**src/rtl/agr_pkg.sv**
```systemverilog
package agr_pkg;
  typedef enum logic [1:0] {
    OP_RD  = 2'd0,
    OP_WR  = 2'd1,
    OP_CAS = 2'd2
  } agr_op_e;

  localparam int unsigned OWN_W  = 64;
  localparam int unsigned WORD_W = 32;
  localparam int unsigned SEL_W  = 16;
  localparam logic [OWN_W-1:0] NO_OWNER = 64'hFFFF_0000_0000_0000;
  localparam logic [SEL_W-1:0] CLK_SEL_RST = 16'h020C;

  localparam int unsigned OFS_OWN_HI  = 'h00;
  localparam int unsigned OFS_OWN_LO  = 'h04;
  localparam int unsigned OFS_EVENTS  = 'h08;
  localparam int unsigned OFS_CLK_SEL = 'h0C;
  localparam int unsigned OFS_STR_EN  = 'h10;
  localparam int unsigned OFS_CLK_ST  = 'h14;
  localparam int unsigned OFS_SRC_ST  = 'h18;

  localparam int unsigned EVB_RX       = 0;
  localparam int unsigned EVB_TX       = 1;
  localparam int unsigned EVB_CUR_LOCK = 4;
  localparam int unsigned EVB_CLK_ACC  = 5;
  localparam int unsigned EVB_SRC_LOCK = 6;

  localparam int unsigned SLIP_LSB = 16;
endpackage

```
**src/rtl/agr_owner.sv**
```systemverilog
module agr_owner
  import agr_pkg::*;
(
  input  logic             clk_i,
  input  logic             rst_ni,
  input  logic             bus_reset_i,
  input  logic             cas_i,
  input  logic [OWN_W-1:0] cmp_i,
  input  logic [OWN_W-1:0] swap_i,
  output logic [OWN_W-1:0] owner_o
);
  logic [OWN_W-1:0] owner_q;

  always_ff @(posedge clk_i or negedge rst_ni) begin
    if (!rst_ni)                          owner_q <= NO_OWNER;
    else if (bus_reset_i)                 owner_q <= NO_OWNER;
    else if (cas_i && (owner_q == cmp_i)) owner_q <= swap_i;
  end

  assign owner_o = owner_q;
endmodule

```
**src/rtl/agr_src_status.sv**
```systemverilog
module agr_src_status #(
  parameter int unsigned NUM_SRC = 11
) (
  input  logic               clk_i,
  input  logic               rst_ni,
  input  logic [NUM_SRC-1:0] lock_i,
  input  logic [NUM_SRC-1:0] slip_i,
  input  logic               rd_clr_i,
  output logic [NUM_SRC-1:0] lock_o,
  output logic [NUM_SRC-1:0] slip_o,
  output logic               lock_chg_o
);
  logic [NUM_SRC-1:0] lock_q;
  logic [NUM_SRC-1:0] slip_q;
  logic [NUM_SRC-1:0] chg;

  for (genvar g = 0; g < NUM_SRC; g++) begin : g_src
    always_ff @(posedge clk_i or negedge rst_ni) begin
      if (!rst_ni) begin
        lock_q[g] <= 1'b0;
        slip_q[g] <= 1'b0;
      end else begin
        lock_q[g] <= lock_i[g];
        // a slip in the read cycle survives the clear
        slip_q[g] <= (slip_q[g] & ~rd_clr_i) | slip_i[g];
      end
    end
    assign chg[g] = lock_i[g] ^ lock_q[g];
  end

  assign lock_o     = lock_q;
  assign slip_o     = slip_q;
  assign lock_chg_o = |chg;
endmodule

```
**src/rtl/agr_notifier.sv**
```systemverilog
module agr_notifier
  import agr_pkg::*;
(
  input  logic              clk_i,
  input  logic              rst_ni,
  input  logic              bus_reset_i,
  input  logic [WORD_W-1:0] ev_i,
  input  logic [OWN_W-1:0]  owner_i,
  output logic [WORD_W-1:0] events_o,
  output logic              ntf_valid_o,
  input  logic              ntf_ready_i,
  output logic [OWN_W-1:0]  ntf_addr_o,
  output logic [WORD_W-1:0] ntf_data_o
);
  logic [WORD_W-1:0] events_q;
  logic [WORD_W-1:0] acc_q;
  logic [WORD_W-1:0] acc_nxt;
  logic              vld_q;
  logic [OWN_W-1:0]  addr_q;
  logic [WORD_W-1:0] data_q;
  logic              stage_free;
  logic              owned;
  logic              launch;

  assign acc_nxt    = acc_q | ev_i;
  assign stage_free = !vld_q || ntf_ready_i;
  assign owned      = owner_i != NO_OWNER;
  assign launch     = stage_free && owned && (|acc_nxt);

  always_ff @(posedge clk_i or negedge rst_ni) begin
    if (!rst_ni) begin
      events_q <= '0;
      acc_q    <= '0;
      vld_q    <= 1'b0;
      addr_q   <= '0;
      data_q   <= '0;
    end else begin
      if (|ev_i) events_q <= ev_i;
      if (launch) begin
        acc_q  <= '0;
        vld_q  <= 1'b1;
        addr_q <= owner_i;
        data_q <= acc_nxt;
      end else begin
        acc_q <= bus_reset_i ? ev_i : acc_nxt;
        if (stage_free) vld_q <= 1'b0;
      end
    end
  end

  assign events_o    = events_q;
  assign ntf_valid_o = vld_q;
  assign ntf_addr_o  = addr_q;
  assign ntf_data_o  = data_q;
endmodule

```
**src/rtl/agr_glob_regs.sv**
```systemverilog
module agr_glob_regs
  import agr_pkg::*;
#(
  parameter int unsigned ADDR_W  = 8,
  parameter int unsigned NUM_SRC = 11,
  parameter int unsigned RATE_W  = 8
) (
  input  logic               clk_i,
  input  logic               rst_ni,
  input  logic               bus_reset_i,
  input  logic               req_valid_i,
  input  logic [1:0]         req_op_i,
  input  logic [ADDR_W-1:0]  req_addr_i,
  input  logic [31:0]        req_wdata_i,
  input  logic [63:0]        req_cmp_i,
  input  logic [63:0]        req_swap_i,
  output logic               rsp_valid_o,
  output logic               rsp_err_o,
  output logic [63:0]        rsp_rdata_o,
  output logic               ntf_valid_o,
  input  logic               ntf_ready_i,
  output logic [63:0]        ntf_addr_o,
  output logic [31:0]        ntf_data_o,
  input  logic               rx_cfg_chg_i,
  input  logic               tx_cfg_chg_i,
  input  logic               cur_locked_i,
  input  logic [RATE_W-1:0]  cur_rate_i,
  input  logic [NUM_SRC-1:0] src_lock_i,
  input  logic [NUM_SRC-1:0] src_slip_i,
  output logic [15:0]        clk_sel_o,
  output logic               stream_en_o
);
  logic [OWN_W-1:0]   owner;
  logic [WORD_W-1:0]  events;
  logic [WORD_W-1:0]  ev;
  logic [NUM_SRC-1:0] lock_st;
  logic [NUM_SRC-1:0] slip_st;
  logic               src_chg;

  logic [SEL_W-1:0]   clk_sel_q;
  logic               en_q;
  logic               cur_lock_q;
  logic [RATE_W-1:0]  cur_rate_q;

  logic               cas_en, sel_we, en_we, src_rd;
  logic               err;
  logic [63:0]        rdata;
  logic               rsp_valid_q, rsp_err_q;
  logic [63:0]        rsp_rdata_q;
  agr_op_e            op;

  assign op = agr_op_e'(req_op_i);

  always_comb begin
    cas_en = 1'b0;
    sel_we = 1'b0;
    en_we  = 1'b0;
    src_rd = 1'b0;
    err    = 1'b0;
    rdata  = '0;
    if (req_valid_i) begin
      if (req_addr_i[1:0] != 2'b00) begin
        err = 1'b1;
      end else begin
        unique case (op)
          OP_CAS: begin
            if (req_addr_i == ADDR_W'(OFS_OWN_HI)) begin
              cas_en = 1'b1;
              rdata  = owner;
            end else err = 1'b1;
          end
          OP_RD: begin
            case (req_addr_i)
              ADDR_W'(OFS_OWN_HI):  rdata = 64'(owner[63:32]);
              ADDR_W'(OFS_OWN_LO):  rdata = 64'(owner[31:0]);
              ADDR_W'(OFS_EVENTS):  rdata = 64'(events);
              ADDR_W'(OFS_CLK_SEL): rdata = 64'(clk_sel_q);
              ADDR_W'(OFS_STR_EN):  rdata = 64'(en_q);
              ADDR_W'(OFS_CLK_ST):  rdata = 64'({cur_rate_q, 7'b0, cur_lock_q});
              ADDR_W'(OFS_SRC_ST): begin
                rdata  = (64'(slip_st) << SLIP_LSB) | 64'(lock_st);
                src_rd = 1'b1;
              end
              default: err = 1'b1;
            endcase
          end
          OP_WR: begin
            case (req_addr_i)
              ADDR_W'(OFS_CLK_SEL): sel_we = 1'b1;
              ADDR_W'(OFS_STR_EN):  en_we  = 1'b1;
              default:              err    = 1'b1;
            endcase
          end
          default: err = 1'b1;
        endcase
      end
    end
  end

  always_comb begin
    ev               = '0;
    ev[EVB_RX]       = rx_cfg_chg_i;
    ev[EVB_TX]       = tx_cfg_chg_i;
    ev[EVB_CUR_LOCK] = cur_locked_i ^ cur_lock_q;
    ev[EVB_CLK_ACC]  = sel_we;
    ev[EVB_SRC_LOCK] = src_chg;
  end

  always_ff @(posedge clk_i or negedge rst_ni) begin
    if (!rst_ni) begin
      clk_sel_q   <= CLK_SEL_RST;
      en_q        <= 1'b0;
      cur_lock_q  <= 1'b0;
      cur_rate_q  <= '0;
      rsp_valid_q <= 1'b0;
      rsp_err_q   <= 1'b0;
      rsp_rdata_q <= '0;
    end else begin
      if (sel_we) clk_sel_q <= req_wdata_i[SEL_W-1:0];
      if (bus_reset_i) en_q <= 1'b0;
      else if (en_we)  en_q <= |req_wdata_i;
      cur_lock_q  <= cur_locked_i;
      cur_rate_q  <= cur_rate_i;
      rsp_valid_q <= req_valid_i;
      rsp_err_q   <= err;
      rsp_rdata_q <= rdata;
    end
  end

  agr_owner i_owner (
    .clk_i       (clk_i),
    .rst_ni      (rst_ni),
    .bus_reset_i (bus_reset_i),
    .cas_i       (cas_en),
    .cmp_i       (req_cmp_i),
    .swap_i      (req_swap_i),
    .owner_o     (owner)
  );

  agr_src_status #(.NUM_SRC(NUM_SRC)) i_src_status (
    .clk_i      (clk_i),
    .rst_ni     (rst_ni),
    .lock_i     (src_lock_i),
    .slip_i     (src_slip_i),
    .rd_clr_i   (src_rd),
    .lock_o     (lock_st),
    .slip_o     (slip_st),
    .lock_chg_o (src_chg)
  );

  agr_notifier i_notifier (
    .clk_i       (clk_i),
    .rst_ni      (rst_ni),
    .bus_reset_i (bus_reset_i),
    .ev_i        (ev),
    .owner_i     (owner),
    .events_o    (events),
    .ntf_valid_o (ntf_valid_o),
    .ntf_ready_i (ntf_ready_i),
    .ntf_addr_o  (ntf_addr_o),
    .ntf_data_o  (ntf_data_o)
  );

  assign rsp_valid_o = rsp_valid_q;
  assign rsp_err_o   = rsp_err_q;
  assign rsp_rdata_o = rsp_rdata_q;
  assign clk_sel_o   = clk_sel_q;
  assign stream_en_o = en_q;
endmodule

```
**config.mk**
```make
export PLATFORM = sky130hd
export DESIGN_NAME = agr_glob_regs
export DESIGN_NICKNAME = d
export VERILOG_FILES = /design/src/rtl/agr_pkg.sv /design/src/rtl/agr_owner.sv /design/src/rtl/agr_src_status.sv /design/src/rtl/agr_notifier.sv /design/src/rtl/agr_glob_regs.sv
export SDC_FILE = /design/constraint.sdc
export NUM_CORES = 1
export LEC_CHECK = 0
export ABC_AREA = 1
export CAP_MARGIN = 40
export CORE_MARGIN = 5
export CORE_UTILIZATION = 50
export DETAILED_ROUTE_END_ITERATION = 12
export DONT_BUFFER_PORTS = 1
export SETUP_SLACK_MARGIN = 0.3
export SKIP_LAST_GASP = 1
export SLEW_MARGIN = 20
export SYNTH_ARGS = -nofsm -noshare
export SYNTH_HDL_FRONTEND = slang
export SYNTH_HIERARCHICAL = 1
export SYNTH_SLANG_ARGS = --single-unit
```
**constraint.sdc**
```tcl
create_clock -name clk_i -period 2.67 [get_ports clk_i]
set_clock_uncertainty 0.2 [all_clocks]
set_input_delay 0.4005 -clock clk_i [delete_from_list [all_inputs] [get_ports clk_i]]
set_output_delay 0.4005 -clock clk_i [all_outputs]
set_load 0.03 [all_outputs]
```
==> results.toml, run 1 <==
[floorplanning]
initial_utilization = 0.505
rows = 67
core_area_um2 = 33400
die_x_um = 194
ioPinCount = 388
die_height_um = 194
die_area_um2 = 37600

[grt]
grt_overflow = 0
grt_pass1_vias = 15500
grt.total_usage = 0.309
grt_pass1_wl_mm = 92.3
grt_antenna_before_repair = 1
grt_max_degree = 340

[layout]
syn2layout_area_growth_pct = 26.3
final_common_cell = "nand2_1"
final.fill_count = 2876
stdcell_count = 2932
nets = 2662
final_core_util = 0.638
drive_above_1_share = 0.132
final_cell_mix = "nand2_1, inv_1, dfrtp_1"
fin_area_um2 = 21300

[clock_tree]
clockRootBuffer = "clkbuf_16"
worstSkewPairLatency_ps = 530
ctsHoldBuffers = 118
clkTransAtPathRegs_ps = 60
cts_sinks = 339
clk_path_buf_depth = 3
htree_levels = 2
cts_tree = "done"
cts_made_buffers = 38

[synthesis]
syn_inst = 2253
yosys_warnings = 6
ys_seq_elements = 339
ys_seq_area_frac = 0.503
avgSynthCellArea_um2 = 7.50
syn_area_um2 = 16900
synth_cell_types = 31

[timing]
drv_slew = 0
fmax_ghz = 0.417
rsz0062_at_grt = "true"
min_period_over_period = 0.899
final.min_clock_period_ps = 2400
timing.setup.tns_ps = 0
slew_headroom = 0.131
final-setup-viol-count = 0
worstMarginPinSlew_ps = 1300
fin_hold_ws_ps = -628
finalHoldViolations = 332

[routing]
drc = 0
wl_per_cell_um = 21.2
drt_wl_total_mm = 62.2
routed-via-count = 15800
firstDrtPassIters = 6
drtAntennaViolNets = 0
vias_per_cell = 5.39
first_iter_violations = 1463

[power]
p_sw_frac = 0.255
seqPwrFrac = 0.470
p_per_area_nw_per_um2 = 572
power.leakage_nw = 11.4
pwr-share-comb = 0.089
p_int_mw = 9.10
power.switching_mw = 3.12
pwr-share-clk = 0.441
total_power_mw = 12.2
ir_drop_mv = 0.486

[placement]
place_hpwl_mm = 41.9
dp_cells = 2713
io_buffers = 0
placed_area_um2 = 17900
gp_congestion = 0.874

[run_status]
violations = "hold timing"
status = "finished with violations"

[worst_setup_path]
worstSetupPathType = "reg -> reg"
cp_max_fo = 12
crit_required_ps = 2930
cp-end-kind = "register"
crit_arrival_ps = 2660
startpoint_type = "register"

[job]
cap_violations = 0

[worst_hold_path]
hold_class = "in -> async"
==> final timing paths <==
path                       slack [ps]                   endpoint                   start  cells past startpoint
hold reg to reg                   320     i_src_status/slip_o[0]  i_src_status/slip_o[0]                      2
setup / recovery                  270       i_notifier/acc_q[31]     i_owner/owner_o[63]                     12
min in group clk_i                 40                stream_en_o         req_wdata_i[26]                      4
hold / removal                   -630  i_notifier/ntf_addr_o[49]                  rst_ni                      0
max in group asynchronous        1830     i_notifier/events_o[9]                  rst_ni                      0
setup reg to reg                  270       i_notifier/acc_q[31]     i_owner/owner_o[63]                     12
==> worst max-delay path: stages, from the launching register on <==
cell,delay [ps]
dfstp_2,610
nand2_1,70
inv_1,50
nand2_1,50
nor2_1,120
nand2_1,90
nor2_1,280
nand2_4,180
nand3_4,180
buf_8,180
clkbuf_16,180
nand2_1,60
inv_1,70
==> power by group through the flow <==
stage	clock, mW	sequential (mW)	combinational [mW]
global placement	0	5.82	0.701
detailed placement	0	5.83	0.714
global route	5.73	5.76	1.19
floorplan	0	5.75	0.553
CTS	5.48	5.74	0.940
finish	5.38	5.74	1.09
==> synth_stat cells (all sizes together) <==
cell	instances	area (um^2)
xnor2	13	114
nand3b	1	7.51
dfstp	19	499
buf	75	422
clkbuf	39	146
nor3	7	57.6
o211ai	3	22.5
conb	1	3.75
nor4	3	18.8
nand4	164	1030
nand3	168	846
dfrtp	320	8010
nor2	204	783
o21bai	12	90.1
xor2	2	17.5
o21ai	101	536
nand2	709	2670
a21oi	35	175
inv	360	1350
or2	17	106
==> final cells by class <==
type,instances,area (um^2),area share
Timing Repair Buffer,221,2450,0.115
Inverter,360,1350,0.0634
Tap cell,448,561,0.0263
Antenna cell,1,2.50,0.000117
Clock inverter,5,75.1,0.00352
Multi-Input combinational cell,1494,7170,0.336
Clock buffer,64,1210,0.0568
Sequential cell,339,8520,0.399
==> layer usage <==
metal	up-vias	track usage	routed length, um
met5	-	0	0
met3	131	0.0528	4230
li1	7381	-	-
met4	0	0.105	2520
met1	7682	0.405	25400
met2	597	0.523	30000
==> metrics by stage <==
| stage | hold WS [ps] | worst slack [ps] |
|---|---|---|
| global placement | -86.7 | 159 |
| finish | -628 | 270 |
| CTS | -635 | 281 |
| floorplan | -95.1 | 104 |
| detailed placement | -84.4 | 89.4 |
| global route | -645 | 156 |
==> registers in the layout (all words and copies together) (netlist names) <==
signal,cells
i_notifier/ntf_addr_o,64
i_owner/owner_o,64
rsp_rdata_o,64
i_notifier/acc_q,32
i_notifier/events_o,32
i_notifier/ntf_data_o,32
clk_sel_o,16
i_src_status/lock_o,11
i_src_status/slip_o,11
cur_rate_q,8
cur_lock_q,1
i_notifier/ntf_valid_o,1
rsp_err_o,1
rsp_valid_o,1
stream_en_o,1
==> cells by family after synthesis <==
logic type                after synthesis  synth area share
AOI/OAI and AO/OA                     151            0.0487
DFF                                   339             0.503
and+or+nand+nor                      1273             0.326
buffers and inverters                 474             0.114
other                                   1          0.000222
xor gates and xnor gates               15           0.00778
==> what timing repair did <==
action	4_1_cts	5_1_grt
resized for setup	11	114
pin swaps	9	35
hold endpoints to repair	496	339
gates cloned	4	13
setup endpoints to repair	134	194
buffers inserted	8	6
No activity file was read; power rests on OpenSTA's default activity.
==> run 2, diff against run 1 <==
--- a/config.mk
+++ b/config.mk
@@ -5,7 +5,6 @@
 export SDC_FILE = /design/constraint.sdc
 export NUM_CORES = 1
 export LEC_CHECK = 0
-export ABC_AREA = 1
 export CAP_MARGIN = 40
 export CORE_MARGIN = 5
 export CORE_UTILIZATION = 50
==> results.toml, run 2 <==
[layout]
seqCellArea_um2 = 8520
final_core_util = 0.710
final_cell_mix = "dfrtp_1, dlygate4sd3_1, conb_1"
nets = 1860
stdcell_count = 2081
drive_above_1_share = 0.333
syn2layout_area_growth_pct = 41.1
final.fill_count = 2118
multi_input_area_um2 = 7580
final_common_cell = "dfrtp_1"

[floorplanning]
die_area_um2 = 34200
ioPinCount = 388
die_x_um = 185
die_height_um = 185
initial_utilization = 0.503
core_area_um2 = 30300
rows = 64

[synthesis]
synth_top_area_share = 0.524
avgSynthCellArea_um2 = 11.9
yosys.area.top_type = "dfrtp_1"
async_reset_ff_frac = 1.00
yosys_warnings = 6
syn_inst = 1284
synth.most_common_cell = "dfrtp_1"
ys_seq_area_frac = 0.557
synth_cell_types = 68
synth_area_leaders = "dfrtp_1, mux2_4, dfstp_2, a21oi_1, mux2i_1"
synth_edf_count = 0
ys_seq_elements = 339
synth.top_cells.by_count = "dfrtp_1, a21oi_1, nor2_1"
synth_flop_cell = "dfrtp_1"
syn_area_um2 = 15300

[placement]
io_buffers = 0
gp_congestion = 0.919
dp_worst_setup_slack_ps = -262
dp_cells = 1829
place_hpwl_mm = 37.8

[power]
p_sw_frac = 0.251
ir_drop_mv = 0.534
pwr-share-comb = 0.061
total_power_mw = 12.0
power.leakage_nw = 9.29
p_per_area_nw_per_um2 = 556
pwr-share-clk = 0.446
seqPwrFrac = 0.492
power.switching_mw = 3.01
p_int_mw = 8.98

[timing]
fin_hold_ws_ps = -625
final.min_clock_period_ps = 2940
layout_setup_ws_ps = -268
min_period_over_period = 1.10
slew_headroom = 0.240
worstMarginPinSlew_ps = 1140
fmax_ghz = 0.340
final-setup-viol-count = 127
finalHoldViolations = 336
rsz0062_at_grt = "true"
drv_slew = 0

[clock_tree]
cts_tree = "done"
clkTransAtPathRegs_ps = 60
cts_made_buffers = 38
cts_sinks = 339
htree_levels = 2
clk_path_buf_depth = 3
worstSkewPairLatency_ps = 530
ctsHoldBuffers = 120
clockRootBuffer = "clkbuf_16"

[worst_setup_path]
worstSetupPathType = "reg -> reg"
crit_required_ps = 2870
cp_max_fo = 18
crit_arrival_ps = 3140
critPathSlowestCell = "dfrtp_1"
critical_path.top_delay_family = "simple AND/OR/NAND/NOR gates"
critPathBufInv = 2
cpMostUsedCell = "buf_12"
startpoint_type = "register"
crit_chain = "xor2_1 -> nor4_1 -> nand3_1 -> nor4_2 -> nand4_1 -> nor4_4 -> nor3_4 -> buf_12 -> buf_12 -> mux2_4"
cp-end-kind = "register"
max_stage_delay_ps = 400

[worst_hold_path]
hold_class = "in -> async"

[routing]
first_iter_violations = 1074
vias_per_cell = 5.93
drc = 0
drt_wl_total_mm = 58.8
firstDrtPassIters = 5
wl_per_cell_um = 28.2
drtAntennaViolNets = 0
routed-via-count = 12300

[grt]
grt_antenna_before_repair = 6
grt_overflow = 0
grt_pass1_wl_mm = 82.9
grt_pass1_vias = 12900
grt.total_usage = 0.325
grt_max_degree = 340

[job]
cap_violations = 0

[run_status]
violations = "hold timing, setup timing"
status = "finished with violations"
## run 2: cell count changes after synthesis, sizes merged, moves of 37 or more
cell,change
a21o,+43
a21oi,+63
and2,+38
inv,-313
mux2,+86
mux2i,+37
nand2,-684
nand3,-115
nand4,-142
nor2,-134
nor4,+46
## run 2: per-layer routing
| metal | vias up | wire length, um | GRT usage |
|---|---|---|---|
| met1 | 6216 | 21300 | 0.395 |
| li1 | 5260 | - | - |
| met4 | 6 | 2940 | 0.134 |
| met2 | 669 | 28600 | 0.538 |
| met3 | 182 | 5850 | 0.103 |
| met5 | - | 30 | 0 |
## run 2: area by class of cell
type	instances	area share
inverter	47	0.00818
tap	396	0.0230
antenna	3	0.000348
clock buffer	59	0.0558
timing repair buffer	303	0.162
multi-input combinational	923	0.352
clock inverter	11	0.00383
sequential	339	0.395
## run 2: repair_timing
action / in CTS / in global routing
gates cloned: 14 / 11
hold endpoints to repair: 481 / 339
setup endpoints to repair: 224 / 225
resized for setup: 141 / 211
setup buffers: 28 / 6
pin swaps: 86 / 78
## run 2: stage by stage
step	hold WS, ps	cell area, um^2	TNS, ps
floorplan	-95.1	15900	-7790
global placement	-85.6	16700	-24510
detailed placement	-86.1	16700	-27970
CTS	-637	20400	-21670
global route	-643	21600	-39290
finish	-625	21600	-23450
## run 2: worst paths after layout
path	from	cells after the start	to	slack [ps]
max	i_src_status/lock_o[4]	10	i_notifier/ntf_addr_o[56]	-270
min	rst_ni	0	rsp_rdata_o[51]	-630
max reg2reg	i_src_status/lock_o[4]	10	i_notifier/ntf_addr_o[56]	-270
min reg2reg	i_notifier/events_o[26]	1	i_notifier/events_o[26]	280
max in group asynchronous	rst_ni	0	rsp_rdata_o[16]	1960
min in group clk_i	req_addr_i[4]	2	rsp_rdata_o[17]	10
## run 2: kinds of logic after synthesis
kind of cell,synth area share
compound gates,0.127
xor+xnor,0.0344
buf+inv,0.0491
flops,0.557
mux,0.118
other cells,0.000245
simple gates,0.114
## run 2: power groups by stage
stage                     Combinational, mW  Sequential (mW)  Clock [mW]
after floorplan                       0.418             5.93           0
after global placement                0.454             5.99           0
after detailed placement              0.474             5.99           0
after CTS                             0.671             5.91        5.40
after global routing                  0.803             5.93        5.64
final                                 0.732             5.90        5.35
==> run 3, diff against run 2 <==
--- a/config.mk
+++ b/config.mk
@@ -10,7 +10,7 @@
 export CORE_UTILIZATION = 50
 export DETAILED_ROUTE_END_ITERATION = 12
 export DONT_BUFFER_PORTS = 1
-export SETUP_SLACK_MARGIN = 0.3
+export SETUP_SLACK_MARGIN = 0.5
 export SKIP_LAST_GASP = 1
 export SLEW_MARGIN = 20
 export SYNTH_ARGS = -nofsm -noshare
==> results.toml, run 3 (synthesized netlist as in run 2, its figures left out) <==
[run_status]
status = "finished with violations"
violations = "hold timing, slew limit, setup timing"

[routing]
m1WireLength_mm = 22.1
first_iter_violations = 1120
highest_layer = "met5"
vias_per_cell = 6.01
route.met3.wl_mm = 5.51
drc = 0
routed-via-count = 12500
drt_wl_total_mm = 60.1
firstDrtPassIters = 5
drtAntennaViolNets = 0
wl_per_cell_um = 28.9
wl_met2_mm = 29.1

[timing]
final-setup-viol-count = 154
finalHoldViolations = 331
final.min_clock_period_ps = 2930
worstMarginPinSlew_ps = 2080
slew_headroom = -0.385
fin_hold_ws_ps = -623
timing.setup.tns_ps = -27000
drv_slew = 181
min_period_over_period = 1.10
fmax_ghz = 0.341
layout_setup_ws_ps = -264
rsz0062_at_grt = "true"

[grt]
grt_antenna_before_repair = 5
grt_max_degree = 340
grt_overflow = 0
grt.total_usage = 0.337
grt_pass1_vias = 12900
grt_pass1_wl_mm = 85.2

[layout]
multi_input_area_um2 = 7370
final_cell_mix = "dfrtp_1, dlygate4sd3_1, conb_1"
final_core_util = 0.705
fin_area_um2 = 21400
syn2layout_area_growth_pct = 40.1
final_common_cell = "dfrtp_1"
seqCellArea_um2 = 8510
final.fill_count = 2146
nets = 1859
drive_above_1_share = 0.302

[floorplanning]
die_area_um2 = 34200
initial_utilization = 0.503
ioPinCount = 388
die_x_um = 185
rows = 64
core_area_um2 = 30300
die_height_um = 185

[clock_tree]
htree_levels = 2
clk_path_buf_depth = 3
worstSkewPairLatency_ps = 530
cts_tree = "done"
clkTransAtPathRegs_ps = 60
cts_sinks = 339
clockRootBuffer = "clkbuf_16"
cts_made_buffers = 38

[worst_setup_path]
critPathBufInv = 2
cp_max_fo = 17
critPathSlowestCell = "dfstp_2"
crit_arrival_ps = 3140
cp-end-kind = "register"
max_stage_delay_ps = 540
startpoint_type = "register"
worstSetupPathType = "reg -> reg"
crit_chain = "or4b_4 -> or4_4 -> nor4_4 -> buf_4 -> nor3_4 -> buf_12 -> mux2_4"
crit_required_ps = 2870
critical_path.top_delay_family = "simple AND/OR/NAND/NOR gates"

[worst_hold_path]
hold_class = "in -> async"

[power]
power.leakage_nw = 9.40
p_per_area_nw_per_um2 = 566
ir_drop_mv = 0.442
total_power_mw = 12.1

[placement]
placed_area_um2 = 16600
dp_worst_setup_slack_ps = -408
io_buffers = 0
gp_congestion = 0.902
place_hpwl_mm = 37.2

[job]
cap_violations = 0
[run 3: changes by cell type in the layout (fill, tap and decap cells not counted), sizes merged, moves of 3 or more]
cell / delta
bufinv: +4
clkbuf: -8
clkinv: -4
dlygate4sd3: +3
[run 3: final timing paths]
path	cells after the start	slack (ps)	endpoint	from
min reg2reg	1	280	i_notifier/events_o[19]	i_notifier/events_o[19]
min	0	-620	i_notifier/ntf_addr_o[52]	rst_ni
max in group asynchronous	0	1090	i_owner/owner_o[45]	rst_ni
max reg2reg	7	-260	i_notifier/ntf_addr_o[46]	i_owner/owner_o[57]
min in group clk_i	2	20	rsp_rdata_o[21]	req_addr_i[4]
max	7	-260	i_notifier/ntf_addr_o[46]	i_owner/owner_o[57]
[run 3: layout make-up]
| cell class | instances | share of cell area |
|---|---|---|
| Clock buffer | 54 | 0.0515 |
| Multi-Input combinational cell | 923 | 0.344 |
| Tap cell | 396 | 0.0232 |
| Clock inverter | 13 | 0.00965 |
| Sequential cell | 339 | 0.398 |
| Timing Repair Buffer | 302 | 0.165 |
| Antenna cell | 4 | 0.000468 |
| Inverter | 47 | 0.00824 |
[run 3: stage by stage]
| step | cells | hold slack [ps] |
|---|---|---|
| 2_1_floorplan | 1391 | -95.1 |
| 3_3_place_gp | 1810 | -85.7 |
| 3_5_place_dp | 1810 | -86.1 |
| 4_1_cts | 2060 | -630 |
| 5_1_grt | 2077 | -638 |
| 6_report | 2078 | -623 |
[run 3: per-layer routing]
layer | track usage | up-vias
li1 | - | 5256
met1 | 0.419 | 6298
met2 | 0.561 | 729
met3 | 0.0870 | 209
met4 | 0.147 | 4
met5 | 0 | -
[run 3: timing repair]
item,in CTS,in global routing
hold buffers,122,1
gates cloned,24,5
pin swaps,113,88
setup buffers,37,8
resized for setup,186,107
setup endpoints to repair,225,225
hold endpoints to repair,479,340
[run 3: worst reg2reg max path, stage by stage, from the launching register on]
cell and delay [ps]:
dfstp_2 540, or4b_4 470, or4_4 530, nor4_4 210, buf_4 200, nor3_4 100
buf_12 230, mux2_4 340
[run 3: power by group]
group          internal (mW)  total, mW  switching (mW)  leakage (nW)
logic                  0.394      0.705           0.312          4.56
registers               5.37       5.90           0.528          4.20
clock network           3.36       5.51            2.15         0.636
